<file path="src/rtl/cap_pkg.sv">
package cap_pkg;
  localparam int unsigned FLAG_W    = 3;
  localparam int unsigned BIT_RISE  = 0;
  localparam int unsigned BIT_FALL  = 1;
  localparam int unsigned BIT_IRQ   = 2;

  // conditioned level seen by edge detection
  function automatic logic condition_level(logic synced, logic connect, logic invert);
    return (synced & connect) ^ invert;
  endfunction

  // sticky flag: set has priority over clear
  function automatic logic flag_next(logic cur, logic set, logic clr);
    return set | (cur & ~clr);
  endfunction
endpackage

</file>
<file path="src/rtl/cap_sync.sv">
module cap_sync #(
  parameter int unsigned STAGES = 2
) (
  input  logic clk,
  input  logic rst_n,
  input  logic d_i,
  output logic q_o
);
  logic [STAGES-1:0] chain;

  for (genvar g = 0; g < STAGES; g++) begin : g_stage
    if (g == 0) begin : g_first
      always_ff @(posedge clk or negedge rst_n) begin
        if (!rst_n) chain[g] <= 1'b0;
        else        chain[g] <= d_i;
      end
    end else begin : g_next
      always_ff @(posedge clk or negedge rst_n) begin
        if (!rst_n) chain[g] <= 1'b0;
        else        chain[g] <= chain[g-1];
      end
    end
  end

  assign q_o = chain[STAGES-1];
endmodule

</file>
<file path="src/rtl/cap_edge_detect.sv">
module cap_edge_detect
  import cap_pkg::*;
(
  input  logic clk,
  input  logic rst_n,
  input  logic level_i,
  input  logic connect_i,
  input  logic invert_i,
  output logic rise_o,
  output logic fall_o
);
  logic cond_lvl;
  logic prev_q;

  assign cond_lvl = condition_level(level_i, connect_i, invert_i);

  always_ff @(posedge clk or negedge rst_n) begin
    if (!rst_n) prev_q <= 1'b0;
    else        prev_q <= cond_lvl;
  end

  assign rise_o = cond_lvl & ~prev_q;
  assign fall_o = ~cond_lvl & prev_q;


  rise_once_chk: assert property (@(posedge clk) disable iff (!rst_n)
    rise_o |=> !rise_o);

  fall_once_chk: assert property (@(posedge clk) disable iff (!rst_n)
    fall_o |=> !fall_o);
endmodule

</file>
<file path="src/rtl/cap_latch_regs.sv">
module cap_latch_regs
  import cap_pkg::*;
#(
  parameter int unsigned CNT_W = 16
) (
  input  logic              clk,
  input  logic              rst_n,
  input  logic [CNT_W-1:0]  cnt_i,
  input  logic              rise_evt_i,
  input  logic              fall_evt_i,
  input  logic              cap_en_i,
  input  logic              rise_ie_i,
  input  logic              fall_ie_i,
  input  logic              flag_wr_i,
  input  logic [FLAG_W-1:0] flag_wdata_i,
  output logic [CNT_W-1:0]  rise_cap_o,
  output logic [CNT_W-1:0]  fall_cap_o,
  output logic              rise_flag_o,
  output logic              fall_flag_o,
  output logic              irq_flag_o
);
  logic rise_take, fall_take, irq_set;
  logic rise_clr, fall_clr, irq_clr;

  assign rise_take = cap_en_i & rise_evt_i;
  assign fall_take = cap_en_i & fall_evt_i;
  assign irq_set   = (rise_take & rise_ie_i) | (fall_take & fall_ie_i);
  assign rise_clr  = flag_wr_i & ~flag_wdata_i[BIT_RISE];
  assign fall_clr  = flag_wr_i & ~flag_wdata_i[BIT_FALL];
  assign irq_clr   = flag_wr_i &  flag_wdata_i[BIT_IRQ];

  always_ff @(posedge clk or negedge rst_n) begin
    if (!rst_n) begin
      rise_cap_o  <= '0;
      fall_cap_o  <= '0;
      rise_flag_o <= 1'b0;
      fall_flag_o <= 1'b0;
      irq_flag_o  <= 1'b0;
    end else begin
      if (rise_take) rise_cap_o <= cnt_i;
      if (fall_take) fall_cap_o <= cnt_i;
      rise_flag_o <= flag_next(rise_flag_o, rise_take, rise_clr);
      fall_flag_o <= flag_next(fall_flag_o, fall_take, fall_clr);
      irq_flag_o  <= flag_next(irq_flag_o, irq_set, irq_clr);
    end
  end


  rise_latch_chk: assert property (@(posedge clk) disable iff (!rst_n)
    (cap_en_i && rise_evt_i) |=> (rise_cap_o == $past(cnt_i)));

  cap_off_hold_chk: assert property (@(posedge clk) disable iff (!rst_n)
    !cap_en_i |=> ($stable(rise_cap_o) && $stable(fall_cap_o)));

  rise_flag_src_chk: assert property (@(posedge clk) disable iff (!rst_n)
    $rose(rise_flag_o) |-> $past(rise_evt_i && cap_en_i));

  rise_clear_chk: assert property (@(posedge clk) disable iff (!rst_n)
    (flag_wr_i && !flag_wdata_i[BIT_RISE] && !(cap_en_i && rise_evt_i)) |=> !rise_flag_o);

  irq_src_chk: assert property (@(posedge clk) disable iff (!rst_n)
    $rose(irq_flag_o) |-> $past(cap_en_i && ((rise_evt_i && rise_ie_i) || (fall_evt_i && fall_ie_i))));
endmodule

</file>
<file path="src/rtl/edge_capture_unit.sv">
module edge_capture_unit
  import cap_pkg::*;
#(
  parameter int unsigned CNT_W       = 16,
  parameter int unsigned SYNC_STAGES = 2
) (
  input  logic              clk,
  input  logic              rst_n,
  input  logic              pin_i,
  input  logic [CNT_W-1:0]  cnt_i,
  input  logic              connect_i,
  input  logic              invert_i,
  input  logic              cap_en_i,
  input  logic              rise_ie_i,
  input  logic              fall_ie_i,
  input  logic              flag_wr_i,
  input  logic [FLAG_W-1:0] flag_wdata_i,
  output logic [CNT_W-1:0]  rise_cap_o,
  output logic [CNT_W-1:0]  fall_cap_o,
  output logic              rise_flag_o,
  output logic              fall_flag_o,
  output logic              irq_o
);
  logic pin_sync;
  logic rise_evt, fall_evt;
  logic irq_flag;

  cap_sync #(.STAGES(SYNC_STAGES)) u_sync (
    .clk(clk), .rst_n(rst_n), .d_i(pin_i), .q_o(pin_sync)
  );

  cap_edge_detect u_edge (
    .clk(clk), .rst_n(rst_n), .level_i(pin_sync),
    .connect_i(connect_i), .invert_i(invert_i),
    .rise_o(rise_evt), .fall_o(fall_evt)
  );

  cap_latch_regs #(.CNT_W(CNT_W)) u_regs (
    .clk(clk), .rst_n(rst_n), .cnt_i(cnt_i),
    .rise_evt_i(rise_evt), .fall_evt_i(fall_evt),
    .cap_en_i(cap_en_i), .rise_ie_i(rise_ie_i), .fall_ie_i(fall_ie_i),
    .flag_wr_i(flag_wr_i), .flag_wdata_i(flag_wdata_i),
    .rise_cap_o(rise_cap_o), .fall_cap_o(fall_cap_o),
    .rise_flag_o(rise_flag_o), .fall_flag_o(fall_flag_o),
    .irq_flag_o(irq_flag)
  );

  assign irq_o = irq_flag;


  edge_excl_chk: assert property (@(posedge clk) disable iff (!rst_n)
    $onehot0({rise_evt, fall_evt}));

  disc_quiet_chk: assert property (@(posedge clk) disable iff (!rst_n)
    (!connect_i && $past(!connect_i) && $stable(invert_i)) |-> !(rise_evt || fall_evt));
endmodule

</file>
<file path="config.mk">
export PLATFORM = sky130hd
export DESIGN_NAME = edge_capture_unit
export DESIGN_NICKNAME = d
export VERILOG_FILES = /design/src/rtl/cap_pkg.sv /design/src/rtl/cap_sync.sv /design/src/rtl/cap_edge_detect.sv /design/src/rtl/cap_latch_regs.sv /design/src/rtl/edge_capture_unit.sv
export SDC_FILE = /design/constraint.sdc
export NUM_CORES = 1
export LEC_CHECK = 0
export ABC_AREA = 0
export BUFFER_PORTS_ARGS = -buffer_cell sky130_fd_sc_hd__buf_2
export CORE_ASPECT_RATIO = 2
export CORE_UTILIZATION = 42
export DETAILED_ROUTE_END_ITERATION = 6
export GPL_TIMING_DRIVEN = 0
export PLACE_DENSITY = 0.79
export SYNTH_ARGS = -nofsm -noshare
export SYNTH_HDL_FRONTEND = slang
export SYNTH_SLANG_ARGS = --single-unit
</file>
<file path="constraint.sdc">
create_clock -name clk -period 1.4 [get_ports clk]
set_input_delay 0.28 -clock clk [delete_from_list [all_inputs] [get_ports clk]]
set_output_delay 0.28 -clock clk [all_outputs]
set_load 0.01 [all_outputs]
</file>
# Word-level counts from Yosys, hierarchy flattened
# Cells that the tools add are included.
word_totals:
  regBits: 38
  romBits: 0
  out_inout_bits: 35
  memories: 0
  inputBits: 28
  elab_cells: 33
  latchBits: 0
  mem_bits_rw: 0
classes:
  n_eq_ne: 0
  n_bitwise: 25
  mux: 0
  n_lt_le_gt_ge: 0
  div: 0
  n_shift: 0
  add_sub_neg: 0
  multipliers: 0
  n_reduce_logical: 0
op_table:
  columns: ["cell", "n"]
  rows:
  - ["$and 1x1->1", 13]
  - ["$not 1->1", 7]
  - ["$or 1x1->1", 4]
  - ["$xor 1x1->1", 1]

# Logic depth before layout (Yosys ltp)
depth:
  word_depth: 8
  depth_mapped: 4

# Cells and area by module
# From an unflattened synthesis, not the netlist that was laid out.
unflattened:
  cells_unflattened: 91
  hier_area_um2: 1461.4
modules_own_cells:
  columns: ["mod", "cells_per_inst", "n_inst", "area_each_um2", "seq_area_each_um2"]
  rows:
  - ["cap_latch_regs", 80, 1, 1326.3, 875.8]
  - ["cap_edge_detect", 9, 1, 85.1, 25.0]
  - ["cap_sync", 2, 1, 50.0, 50.0]

# Worst setup path before layout
# No wires, ideal clock.
synth_path:
  path_type: "register -> register"
  startpoint: "reg u_sync.chain[1] (netlist: u_sync.q_o)"
  endpoint: "reg u_regs.fall_cap_o[10]"
  stages_incl_launch_ff: 5
  n_path_buf: 1
  setup_ns: 0.125
  slack_ns: -0.123
  arrival_time_ns: 1.397
  required_ns: 1.275
  cell_sequence: "dfrtp_1 > and3b_4 > nor3_4 > buf_12 > mux2_4"
synth_via:
  elab_chain_cells: 5
synth_rtl:
  columns: ["element", "line_no", "source"]
  rows:
  - ["start, declared", "cap_sync.sv:9", "logic [STAGES-1:0] chain;"]
  - ["start signal, assigned by index", "cap_sync.sv:20", "else chain[g] <= chain[g-1];"]
  - ["$and 1x1->1", "cap_pkg.sv:9", "return (synced & connect) ^ invert;"]
  - ["$xor 1x1->1", "cap_pkg.sv:9", null]
  - ["$not 1->1", "cap_edge_detect.sv:23", "assign fall_o = ~cond_lvl & prev_q;"]
  - ["$and 1x1->1", "cap_edge_detect.sv:23", null]
  - ["$and 1x1->1", "cap_latch_regs.sv:26", "assign fall_take = cap_en_i & fall_evt_i;"]
  - ["end signal, assigned", "cap_latch_regs.sv:41", "if (fall_take) fall_cap_o <= cnt_i;"]
  - ["end, declared", "cap_latch_regs.sv:17", "output logic [CNT_W-1:0] fall_cap_o,"]
# No other way between the ends.
# A chain may end at the register's enable or synchronous reset.

# Worst setup path in the final report
layout_path:
  startpoint: "reg u_sync.chain[1] (netlist: u_sync.q_o)"
  endpoint: "reg u_regs.fall_cap_o[5]"
# Same word-level chain as after synthesis.

==> metrics.txt <==
status complete, but fails checks; failing checks design-rule violations, negative setup slack; fmax roughly 680 MHz; placed cell count 181; fin crit period 1.474 ns; drt pass-1 iters 7; post-synthesis sequential area ratio between 60% and 70%; hold buffers post-CTS 0; fin util around 63%; pwr dens between 1000 and 1500 mW/mm²; crit path DAT between 1.5 and 2 ns; CTS H-Tree Depth 2; Max-slew headroom 46.22%; worst skew pair latency 0.29 ns; Setup-failing EPs final 32; RSZ-0062 raised after global routing yes; Yosys cell types 17; first-pass GRT wire length between 5 and 6 mm; PortBufs 62; Critical Path Source Type flip-flop; # diodes 0; Cell Area, Synth 0.001481 mm²; Total GRT Usage 19.36%; Req. time, crit path 1.58 ns; top post-synthesis cells by area dfrtp_1 (64%), mux2_2 (17%), mux2_4 (9.1%); Max Slew Vio Count 0; post-route insts no fill 197; Total Neg Setup Slack -1.219 ns; worst hold slack between 0.07 and 0.08 ns; Crit Path Class flip-flop to flip-flop; Max VDD drop 869.1 µV; gpl congestion 0.7494; syn_area_per_cell 17.03 µm²; fin worst setup slack -0.07377 ns; via/cell ratio 5.173; I/O pin count 63; Die H ~86 µm; Max-Cap Viols 0; initial antenna violation count 0; die extent in x 44.00 µm; CTS tree done; Seq cells post-synth 38; clock sink count 38; worst hold path type input pin to asynchronous set/reset pin; DR vias ~1000; crit end category flip-flop; period utilization 105.3%; # rows 30; final wirelength ~3.5 mm; YS warnings 0; fin nets 192; Synth Instances 87; slew at the pin closest to its max-slew limit 0.8067 ns; vias in the first global route approximately 1100; Area Overhead vs Synth 42.82%; CTS Root Cell clkbuf_8; overflow left after global routing 0; clk slew on worst S/H paths 0.08 ns; LEAKAGE about 1.1 nW; area of the core about 0.0034 mm²; initial core utilization between 40% and 50%; initial drt markers 9; Crit Path Max Fanout 7; # DRC 2; CTS buffer count 5; worst clock skew 0.009666 ns; Synth area leader dfrtp_1; final-report hold violation count 0; reg2reg path depth 5; Routed Antenna Nets 0; top-area cell type share of the netlist area 64.19%; Max clock buf depth 2; Die ar. 0.003783 mm²; DPL Wire Length roughly 2.2 mm; syn_nets around 120; pin count of the biggest net entering global routing 39; share of layout cells above drive strength 1 71.52%; WL/cell 17.71 µm
[report_power, final]
group	switching, mW	internal [mW]	total, mW
clock network	0.395	0.396	0.791
logic	0.376	0.524	0.899
registers	0.136	1.34	1.48
total	0.906	2.26	3.17
[cell usage after synthesis]
library cell  count
a21boi_0          1
a21boi_2          1
a221o_1           1
and3b_4           1
buf_12            1
buf_4             1
dfrtp_1          38
inv_1             1
mux2_2           23
mux2_4            9
nand2_1           2
nor2b_1           1
nor3_4            1
o21a_1            1
o21ai_0           3
o21ai_1           1
or2_2             1
[cell type report]
cell class                 count  area, µm²
timing repair buffer          70      397.9
multi-input combinational     46      596.8
tap                           32      40.04
inverter                       1      3.754
sequential                    38      950.9
clock buffer                   6      82.58
buffer                         2      31.28
fill                         267       1262
clock inverter                 2      12.51
[metrics by stage]
stage / worst slack, ns / cell area (µm²) / total power, mW
6_report: -0.07377 / 2116 / 3.167
5_1_grt: -0.1368 / 2116 / 3.320
4_1_cts: -0.07249 / 2042 / 3.117
3_5_place_dp: -0.2940 / 1832 / 2.265
3_3_place_gp: -0.2553 / 1832 / 2.221
2_1_floorplan: -0.06268 / 1481 / 1.892
[flip-flops by register name, summed over array words and instances, names as in the netlist]
| name | count |
|---|---|
| u_regs.fall_flag_o | 1 |
| u_regs.fall_cap_o | 16 |
| u_edge.prev_q | 1 |
| u_regs.rise_cap_o | 16 |
| u_sync.q_o | 1 |
| u_regs.irq_flag_o | 1 |
| u_sync.chain | 1 |
| u_regs.rise_flag_o | 1 |
[worst paths after layout]
path,start,endpoint,slack (ns)
min in group clk,pin_i,u_sync.chain[0],0.10
max in group asynchronous,rst_n,u_regs.fall_flag_o,0.81
hold / removal,rst_n,u_regs.fall_cap_o[9],0.07
setup reg to reg,u_sync.q_o,u_regs.fall_cap_o[5],-0.07
hold reg to reg,u_sync.chain[0],u_sync.q_o,0.37
setup / recovery,u_sync.q_o,u_regs.fall_cap_o[5],-0.07
[critical path, cell delays in order, from the launching register on]
cell and delay [ns]:
dfrtp_1 0.41, and3b_4 0.22, nor3_4 0.16, buf_6 0.15, buf_12 0.13, mux2_4 0.30
[logic make-up (layout without fill, tap and decap cells)]
logic type / count (synthesis) / in the layout / synth area share [%]
flops: 38 / 38 / 64.19
mux: 32 / 32 / 26.60
compound gates: 8 / 8 / 3.800
simple gates: 6 / 6 / 3.295
buf+inv: 3 / 81 / 2.111
[layout by cell type (no fill, tap or decap), drive strengths merged, types with 2 or more instances in the layout]
master and n:
buf 72, o21ai 4, mux2 32, dfrtp 38, nand2 2, a21boi 2, clkbuf 6
[layer usage]
layer	up-vias	track usage (%)	routed length, µm
li1	456	-	-
met3	7	5.474	169
met5	-	0	0
met1	515	21.13	1270
met2	41	33.79	1985
met4	0	8.264	63
[what timing repair did]
action                                  4_1_cts  5_1_grt
pin swaps                                     2        4
gates resized for setup                      13       19
buffers inserted                              4        3
endpoints found under the setup margin       31       31
cloned                                        1        1
(Power assumes the default switching activity.)
